==> src/rtl/mtmr_pkg.sv <==
package mtmr_pkg;
  localparam int NEVT   = 4;
  localparam int LOAD_W = 16;
  localparam int DATA_W = 32;
  localparam int TS_W   = 32;
  localparam int ADDR_W = 5;
  localparam int IDX_W  = ADDR_W - 2;
  localparam int SEL_W  = 2;
  localparam int TSSEL_W = 3;
  localparam int TSSEL_LSB = 8;
  localparam int PER_LSB = 12;
  localparam int EN_LSB  = 16;
  localparam int HOLD_BIT = 20;
  localparam int DEC_STAGES = 3;
  localparam logic [3:0] DEC_MAX = 4'd9;
  localparam logic [DATA_W-1:0] CTRL_MASK = 32'h001F_F7FF;

  typedef struct packed {
    logic raw;
    logic us;
    logic us10;
    logic us100;
    logic ms;
  } tick_t;

  typedef struct packed {
    logic [NEVT-1:0]       loadWr;
    logic [NEVT-1:0]       start;
    logic [NEVT-1:0]       run;
    logic [NEVT-1:0]       periodic;
    logic [SEL_W*NEVT-1:0] sel;
    logic [TSSEL_W-1:0]    tsSel;
    logic                  tsHold;
    logic [LOAD_W-1:0]     wrVal;
  } strobe_t;
endpackage

==> src/rtl/mtmr_prescale.sv <==
module mtmr_prescale
  import mtmr_pkg::*;
#(
  parameter int CLK_PER_US = 100
) (
  input  logic  clk,
  input  logic  rstN,
  output tick_t ticks
);
  localparam int CW = $clog2(CLK_PER_US + 1);
  localparam logic [CW-1:0] US_LAST = CW'(CLK_PER_US - 1);

  logic [CW-1:0] usCnt;
  logic [DEC_STAGES:0] carry;

  always_ff @(posedge clk or negedge rstN) begin
    if (!rstN) usCnt <= '0;
    else if (usCnt == US_LAST) usCnt <= '0;
    else usCnt <= usCnt + CW'(1);
  end

  assign carry[0] = (usCnt == US_LAST);

  for (genvar i = 0; i < DEC_STAGES; i++) begin : g_dec
    logic [3:0] decQ;
    always_ff @(posedge clk or negedge rstN) begin
      if (!rstN) decQ <= '0;
      else if (carry[i]) decQ <= (decQ == DEC_MAX) ? 4'd0 : decQ + 4'd1;
    end
    assign carry[i+1] = carry[i] && (decQ == DEC_MAX);
  end

  assign ticks.raw   = 1'b1;
  assign ticks.us    = carry[0];
  assign ticks.us10  = carry[1];
  assign ticks.us100 = carry[2];
  assign ticks.ms    = carry[3];
endmodule

==> src/rtl/mtmr_ctrl.sv <==
module mtmr_ctrl
  import mtmr_pkg::*;
(
  input  logic              clk,
  input  logic              rstN,
  input  logic              wrEn,
  input  logic [ADDR_W-1:0] addr,
  input  logic [DATA_W-1:0] wrData,
  input  logic [NEVT-1:0]   expire,
  output logic [DATA_W-1:0] ctrlQ,
  output strobe_t           strb
);
  logic [IDX_W-1:0]  idx;
  logic              ctrlWr;
  logic [DATA_W-1:0] ctrlD;

  assign idx    = addr[ADDR_W-1:2];
  assign ctrlWr = wrEn && (idx == '0);

  always_comb begin
    ctrlD = ctrlQ;
    for (int t = 0; t < NEVT; t++)
      if (expire[t]) ctrlD[EN_LSB+t] = 1'b0;
    if (ctrlWr) ctrlD = wrData & CTRL_MASK;
  end

  always_ff @(posedge clk or negedge rstN) begin
    if (!rstN) ctrlQ <= '0;
    else ctrlQ <= ctrlD;
  end

  for (genvar t = 0; t < NEVT; t++) begin : g_strb
    assign strb.loadWr[t] = wrEn && (idx == IDX_W'(t + 1));
    assign strb.start[t]  = ctrlWr && wrData[EN_LSB+t] && !ctrlQ[EN_LSB+t];
  end

  assign strb.run      = ctrlQ[EN_LSB +: NEVT];
  assign strb.periodic = ctrlQ[PER_LSB +: NEVT];
  assign strb.sel      = ctrlQ[SEL_W*NEVT-1:0];
  assign strb.tsSel    = ctrlQ[TSSEL_LSB +: TSSEL_W];
  assign strb.tsHold   = ctrlQ[HOLD_BIT];
  assign strb.wrVal    = wrData[LOAD_W-1:0];
endmodule

==> src/rtl/mtmr_datapath.sv <==
module mtmr_datapath
  import mtmr_pkg::*;
(
  input  logic                   clk,
  input  logic                   rstN,
  input  tick_t                  ticks,
  input  strobe_t                strb,
  output logic [NEVT*LOAD_W-1:0] countFlat,
  output logic [TS_W-1:0]        tsCount,
  output logic [NEVT-1:0]        irq,
  output logic [NEVT-1:0]        expire
);
  for (genvar t = 0; t < NEVT; t++) begin : g_evt
    logic [LOAD_W-1:0] loadQ;
    logic [LOAD_W-1:0] countQ;
    logic              irqQ;
    logic              tk;
    logic              hit;

    always_comb begin
      case (strb.sel[SEL_W*t +: SEL_W])
        2'd0:    tk = ticks.us;
        2'd1:    tk = ticks.us10;
        2'd2:    tk = ticks.us100;
        default: tk = ticks.ms;
      endcase
    end

    assign hit       = strb.run[t] && tk && (countQ == '0);
    assign expire[t] = hit && !strb.periodic[t];

    always_ff @(posedge clk or negedge rstN) begin
      if (!rstN) begin
        loadQ  <= '0;
        countQ <= '0;
        irqQ   <= 1'b0;
      end else begin
        irqQ <= hit;
        if (strb.loadWr[t]) loadQ <= strb.wrVal;
        if (strb.start[t]) countQ <= loadQ;
        else if (strb.run[t] && tk) begin
          if (countQ == '0) countQ <= strb.periodic[t] ? loadQ : '0;
          else countQ <= countQ - LOAD_W'(1);
        end else if (strb.loadWr[t] && !strb.run[t]) countQ <= strb.wrVal;
      end
    end

    assign countFlat[t*LOAD_W +: LOAD_W] = countQ;
    assign irq[t] = irqQ;
  end

  logic tsTick;
  always_comb begin
    case (strb.tsSel)
      3'd0:    tsTick = ticks.raw;
      3'd1:    tsTick = ticks.us;
      3'd2:    tsTick = ticks.us10;
      3'd3:    tsTick = ticks.us100;
      3'd4:    tsTick = ticks.ms;
      default: tsTick = 1'b0;
    endcase
  end

  always_ff @(posedge clk or negedge rstN) begin
    if (!rstN) tsCount <= '0;
    else if (tsTick && !strb.tsHold) tsCount <= tsCount + TS_W'(1);
  end
endmodule

==> src/rtl/multi_timer.sv <==
module multi_timer
  import mtmr_pkg::*;
#(
  parameter int CLK_PER_US = 100
) (
  input  logic              clk,
  input  logic              rstN,
  input  logic              wrEn,
  input  logic [ADDR_W-1:0] addr,
  input  logic [DATA_W-1:0] wrData,
  output logic [DATA_W-1:0] rdData,
  output logic [NEVT-1:0]   irq
);
  tick_t                  ticks;
  strobe_t                strb;
  logic [DATA_W-1:0]      ctrlQ;
  logic [NEVT-1:0]        expire;
  logic [NEVT*LOAD_W-1:0] countFlat;
  logic [TS_W-1:0]        tsCount;
  logic [IDX_W-1:0]       idx;

  mtmr_prescale #(.CLK_PER_US(CLK_PER_US)) pre_i (
    .clk(clk), .rstN(rstN), .ticks(ticks)
  );

  mtmr_ctrl ctrl_i (
    .clk(clk), .rstN(rstN), .wrEn(wrEn), .addr(addr), .wrData(wrData),
    .expire(expire), .ctrlQ(ctrlQ), .strb(strb)
  );

  mtmr_datapath dp_i (
    .clk(clk), .rstN(rstN), .ticks(ticks), .strb(strb),
    .countFlat(countFlat), .tsCount(tsCount), .irq(irq), .expire(expire)
  );

  assign idx = addr[ADDR_W-1:2];

  always_comb begin
    rdData = '0;
    if (idx == '0) rdData = ctrlQ;
    for (int t = 0; t < NEVT; t++)
      if (idx == IDX_W'(t + 1)) rdData = DATA_W'(countFlat[t*LOAD_W +: LOAD_W]);
    if (idx == IDX_W'(NEVT + 1)) rdData = DATA_W'(tsCount);
  end
endmodule

==> config.mk <==
export PLATFORM = sky130hd
export DESIGN_NAME = multi_timer
export DESIGN_NICKNAME = d
export VERILOG_FILES = /design/src/rtl/mtmr_pkg.sv /design/src/rtl/mtmr_prescale.sv /design/src/rtl/mtmr_ctrl.sv /design/src/rtl/mtmr_datapath.sv /design/src/rtl/multi_timer.sv
export SDC_FILE = /design/constraint.sdc
export NUM_CORES = 1
export LEC_CHECK = 0
export ABC_CLOCK_PERIOD_IN_PS = 3800
export BUFFER_PORTS_ARGS = -buffer_cell sky130_fd_sc_hd__buf_2
export CORE_ASPECT_RATIO = 1.2
export CORE_UTILIZATION = 36
export DETAILED_ROUTE_END_ITERATION = 12
export SETUP_SLACK_MARGIN = 0.15
export SYNTH_ARGS = -nofsm -noshare
export SYNTH_HDL_FRONTEND = slang
export SYNTH_HIERARCHICAL = 1
export SYNTH_SLANG_ARGS = --single-unit
export TNS_END_PERCENT = 50
==> constraint.sdc <==
create_clock -name clk -period 3.8 [get_ports clk]
set_clock_uncertainty 0.2 [all_clocks]
set_input_delay 0.19 -clock clk [delete_from_list [all_inputs] [get_ports clk]]
set_output_delay 0.19 -clock clk [all_outputs]
set_load 0.01 [all_outputs]
# --- After elaboration in Yosys (flattened, before gate mapping) ---
# Index checks and enable logic that the tools add are counted.
totals:
  register_bits: 203
  output_inout_bits: 36
  elab_cells: 152
classes:
  add_sub_neg: 9
  n_eq_ne: 21
  mux: 40
  reduce_logical: 60
op_table:
  columns: ["operator", "n"]
  rows:
  - ["2-to-1 mux 16 bit", 20]
  - ["2-to-1 mux 32 bit", 5]
  - ["zero test 16 bit", 4]
  - ["subtractor 16 x 1 -> 16 bit, second input constant", 4]
  - ["logical AND 1 bit", 33]
  - ["adder 32 x 1 -> 32 bit, second input constant", 1]
  - ["2-to-1 mux 21 bit", 1]
  - ["2-to-1 mux 20 bit", 1]
  - ["adder 4 x 1 -> 4 bit, second input constant", 3]
  - ["equality test 3 x 2 -> 1 bit, second input constant", 4]
  - ["equality test 4 bit, second input constant", 3]
  - ["2-to-1 mux 4 bit", 3]
  - ["one-hot mux 1 bit (3 select lines)", 4]
  - ["nonzero test 3 bit", 4]
  - ["equality test 3 bit, second input constant", 3]
  - ["zero test 1 bit", 9]
  - ["equality test 2 x 1 -> 1 bit, second input constant", 4]
  - ["equality test 2 bit, second input constant", 4]
  - ["zero test 2 bit", 4]
  - ["nonzero test 2 bit", 4]
  - ["adder 7 x 1 -> 7 bit, second input constant", 1]
  - ["equality test 7 bit, second input constant", 1]
  - ["2-to-1 mux 7 bit", 1]
  - ["equality test 3 x 1 -> 1 bit, second input constant", 2]
  - ["3 further kinds", 7]

# --- Longest topological paths before layout ---
depth:
  word_depth: 10
  ltp_mapped: 13
  mapped_depth_nobuf: 10

# --- By module ---
# Netlist, hierarchy kept.
by_module_without_submodules:
  columns: ["mod", "n_inst", "cells_per_inst", "area_each_um2", "seq_area_each_um2"]
  rows:
  - ["mtmr_datapath", 1, 1047, 9618.0, 4103.9]
  - ["mtmr_ctrl", 1, 105, 1237.4, 500.5]
  - ["multi_timer", 1, 149, 1087.3, 0.0]
  - ["mtmr_prescale", 1, 87, 952.2, 475.5]

# --- Worst setup path before layout ---
# No wires, ideal clock.
synth_timing:
  path_type: "flip-flop to flip-flop"
  from: "register pre_i.usCnt[0]"
  to: "register dp_i.g_evt[3].countQ[13]"
  t_arrival_ns: 2.873
  required_time_ns: 3.522
  path_slack_ns: 0.649
  stages_incl_launch_ff: 13
  path_buffers: 3
  period_less_slack_ns: 3.151
  cell_sequence: "dfrtp_1 > ha_1 > and4bb_1 > and3_1 > buf_6 > and2_2 > mux4_2 > and2_1 > clkbuf_1 > nor3_2 > buf_2 > a21oi_1 > o2bb2ai_1"
synth_rtl:
  columns: ["element", "line", "text"]
  rows:
  - ["start, declared", "mtmr_prescale.sv:13", "logic [CW-1:0] usCnt;"]
  - ["start signal, assigned", "mtmr_prescale.sv:19", "else usCnt <= usCnt + CW'(1);"]
  - ["end signal, assigned", "mtmr_datapath.sv:40", "if (strb.start[t]) countQ <= loadQ;"]
  - ["end signal, assigned", "mtmr_datapath.sv:42", "if (countQ == '0) countQ <= strb.periodic[t] ? loadQ : '0;"]
  - ["end signal, assigned", "mtmr_datapath.sv:43", "else countQ <= countQ - LOAD_W'(1);"]
  - ["end, declared", "mtmr_datapath.sv:15", "logic [LOAD_W-1:0] countQ;"]

==> key figures <==
Clock network
  • # Post-CTS Setup Buffers: 0
  • CTS tree: yes
  • Clock Latency Late Sink: 520 ps
  • TritonCTS Buffers: 23
  • Max Root-Sink Buffers: 3
  • Reg clk slew, reported paths: 60 ps
  • CTS Sinks: 203
  • Clock H-tree levels: 1
  • Root Buffer: clkbuf_16

Placed design
  • Detailed placement HPWL: 27000 um
  • DP Worst Slack: roughly 390 ps
  • Area post-placement: 0.0134 mm^2
  • PortBufs: 62
  • Placer Congestion: 0.872

Critical path
  • Worst Setup Start Kind: flip-flop
  • Largest stage delay, worst path: 530 ps
  • Critical path required time: 4060 ps
  • Crit-path cells: ha_1 -> and4bb_1 -> nand4_1 -> nor3b_1 -> buf_4 -> mux4_2 -> and2_0 -> buf_4 -> nor3_1 -> buf_4 -> a22o_1
  • Worst Path Arrival: 3700 ps
  • Worst path slowest cell: mux4_2
  • Cell mode on critical path: buf_4
  • R2R setup slack: 360 ps
  • RR Endpoint: dp_i/g_evt[2].countQ[1]
  • Reg-to-reg startpoint: pre_i/usCnt[0]
  • Critical path class: reg -> reg
  • Setup crit end kind: flip-flop
  • FF-to-FF path depth: 11
  • CP Max Fanout: 6

Global route
  • Initial antenna violation count: 1
  • Largest net degree at the start of global routing: around 90
  • GRT Overall Usage: 0.214
  • First-pass GRT wire length: 61600 um
  • Vias in the first global route: between 10000 and 15000
  • GRT overflow: 0

Finish
  • Fill cell count: 3530
  • Synth-to-layout area growth: 11.4%
  • Fin area: 0.0144 mm^2
  • Multi-input logic area: 0.00693 mm^2
  • N_diodes: 0
  • Storage element area: between 0.005 and 0.006 mm^2
  • Layout Nets: 1462
  • Layout cells sized above 1: 0.173

Detailed routing
  • # DRC: 0
  • DRT iter0 DRCs: between 900 and 1000
  • Vias per Instance: ~5.7
  • WL/cell: a little over 20 um
  • DRT antenna net count: 0
  • Final WL: 38800 um
  • Via count: 10900
  • DRT Pass-1 Iters: 5

Logic synthesis
  • Post-synth EDFFs: 0
  • Syn Std Cell Area: between 0.01 and 0.015 mm^2
  • Synth cell count leaders: 203 x dfrtp_1, 132 x nand2_1, 87 x nor2_1
  • Yosys reg bits: about 200
  • Area share of the largest cell type after synthesis: 0.394
  • Synth warnings: 6
  • Top_reg_cell synth: dfrtp_1
  • Syn avg cell area: 9.29 um^2
  • Cell with the most instances after synthesis: dfrtp_1
  • FFs w/ async S/R, synth: 1.00
  • Cells after synthesis: 1388
  • Largest cells by area after synthesis: dfrtp_1 39%, mux2_2 6.6%, nand2_1 3.8%
  • Sequential area share after synthesis: 0.394
  • Synth area leader: dfrtp_1
  • Synth cell types: 77

Die
  • Die area: 0.0366 mm^2
  • Site Rows: 75
  • I/O pins: between 70 and 80
  • Core Region: ~0.035 mm^2
  • Starting density of the core: 0.367
  • Chip height: about 210 um
  • DIE WIDTH: ~170 um

Power and ir drop
  • Power density over the cells: 485 mW/mm^2
  • LEAKAGE: 6.05 nW
  • VDD IR max: 0.000263 V

STA
  • Crit share post-route: 0.905
  • Setup-failing EPs final: 0
  • Final Slew Violations: 0
  • Worst-Margin Slew: roughly 780 ps
  • Setup WS post-layout: 359 ps
  • Max-slew headroom: 0.481
  • Final worst path period need: 3440 ps
  • Highest Clock Rate: 291 MHz
  • Hold Vio Cnt, Final: 0
  • Setup TNS: 0 ps
  • RSZ-0062 raised after global routing: yes

Run status
  • Status: complete, no violations

Worst hold path
  • Hold Crit Start: wrData[3]
  • Cell depth of the worst hold path: 2
  • Worst Hold Class: in -> reg
  • Hold EP: dp_i/g_evt[2].loadQ[3]

Job
  • Max Cap Violations: 0
-- through the flow --
stage / util / total power, mW / hold WS (ps) / instances
2_1_floorplan: - / 4.13 / -306 / 1399
3_3_place_gp: 0.382 / 4.60 / 58.2 / 1831
3_5_place_dp: 0.382 / 4.64 / 61.3 / 1831
4_1_cts: 0.409 / 7.00 / 1.93 / 1890
5_1_grt: 0.409 / 7.31 / 26.7 / 1890
6_report: 0.409 / 6.96 / 8.91 / 1890
-- logic make-up (layout without fill, tap and decap cells) --
| family | Yosys count | after routing | share of synthesized area |
|---|---|---|---|
| and+or+nand+nor | 471 | 471 | 0.195 |
| DFF | 203 | 203 | 0.394 |
| xor gates and xnor gates | 74 | 74 | 0.0503 |
| adders and majority gates | 10 | 10 | 0.00970 |
| buffers and inverters | 173 | 202 | 0.0734 |
| other | 2 | 13 | 0.000582 |
| muxes | 122 | 122 | 0.105 |
| AOI/OAI and AO/OA | 333 | 333 | 0.172 |
-- area by class of cell --
class,count,share of cell area
multi-input combinational,1023,0.483
sequential,203,0.354
timing repair buffer,129,0.0613
clock buffer,32,0.0452
tap,462,0.0402
clock inverter,9,0.00871
inverter,32,0.00836
-- sequential cells by signal (all words and copies together), names as in the netlist --
signal             count
ctrl_i/ctrlQ          20
dp_i/g_evt.loadQ      64
dp_i/g_evt.countQ     64
pre_i/usCnt            7
dp_i/tsCount          32
dp_i/g_evt.irqQ        4
pre_i/g_dec.decQ      12
-- where the power goes --
group | leakage (nW) | total (mW) | switching, mW | internal (mW)
Combinational | 3.13 | 1.50 | 0.792 | 0.712
Clock | 0.376 | 2.32 | 0.924 | 1.39
Sequential | 2.55 | 3.14 | 0.597 | 2.54
-- layout by cell type, fill, tap and decap left out, drive strengths merged, types with 32 or more instances in the layout --
master / Yosys / routed
mux2: 76 / 76
nor3: 37 / 37
o21ai: 77 / 77
nand2: 132 / 132
a21oi: 74 / 74
buf: 85 / 111
nand3: 41 / 41
inv: 32 / 32
nor2: 89 / 89
mux2i: 43 / 43
dfrtp: 203 / 203
xnor2: 53 / 53
clkbuf: 56 / 32
-- worst max-delay path by stage --
stage / start / endpoint
2_1_floorplan: pre_i/usCnt[0] / dp_i/g_evt[3].countQ[13]
3_3_place_gp: pre_i/usCnt[0] / dp_i/g_evt[3].countQ[8]
3_5_place_dp: pre_i/usCnt[0] / dp_i/g_evt[2].countQ[0]
4_1_cts: pre_i/usCnt[0] / dp_i/g_evt[2].countQ[0]
5_1_grt: pre_i/usCnt[0] / dp_i/g_evt[2].countQ[3]
6_report: pre_i/usCnt[0] / dp_i/g_evt[2].countQ[1]
-- repair_timing --
action                                  CTS  global route
resized for setup                         0             1
hold buffers                             18             0
hold endpoints to repair                139             0
endpoints found under the setup margin    0             3
-- critical path: cells and delay by family (launching register included) --
kind	cells	cell delay [ps]
flops	1	400
fa+ha+maj	1	260
mux	1	530
buf+inv	3	620
simple gates	5	1230
compound gates	1	140
-- per-layer routing --
| layer | track usage | part of all wire | vias up | wire, um |
|---|---|---|---|---|
| li1 | - | - | 5020 | - |
| met1 | 0.291 | 0.44 | 5441 | 17300 |
| met2 | 0.352 | 0.48 | 332 | 18500 |
| met3 | 0.0239 | 0.050 | 59 | 1950 |
| met4 | 0.0723 | 0.029 | 2 | 1130 |
| met5 | 0 | 0.00036 | - | 14 |
(Power assumes the default switching activity.)
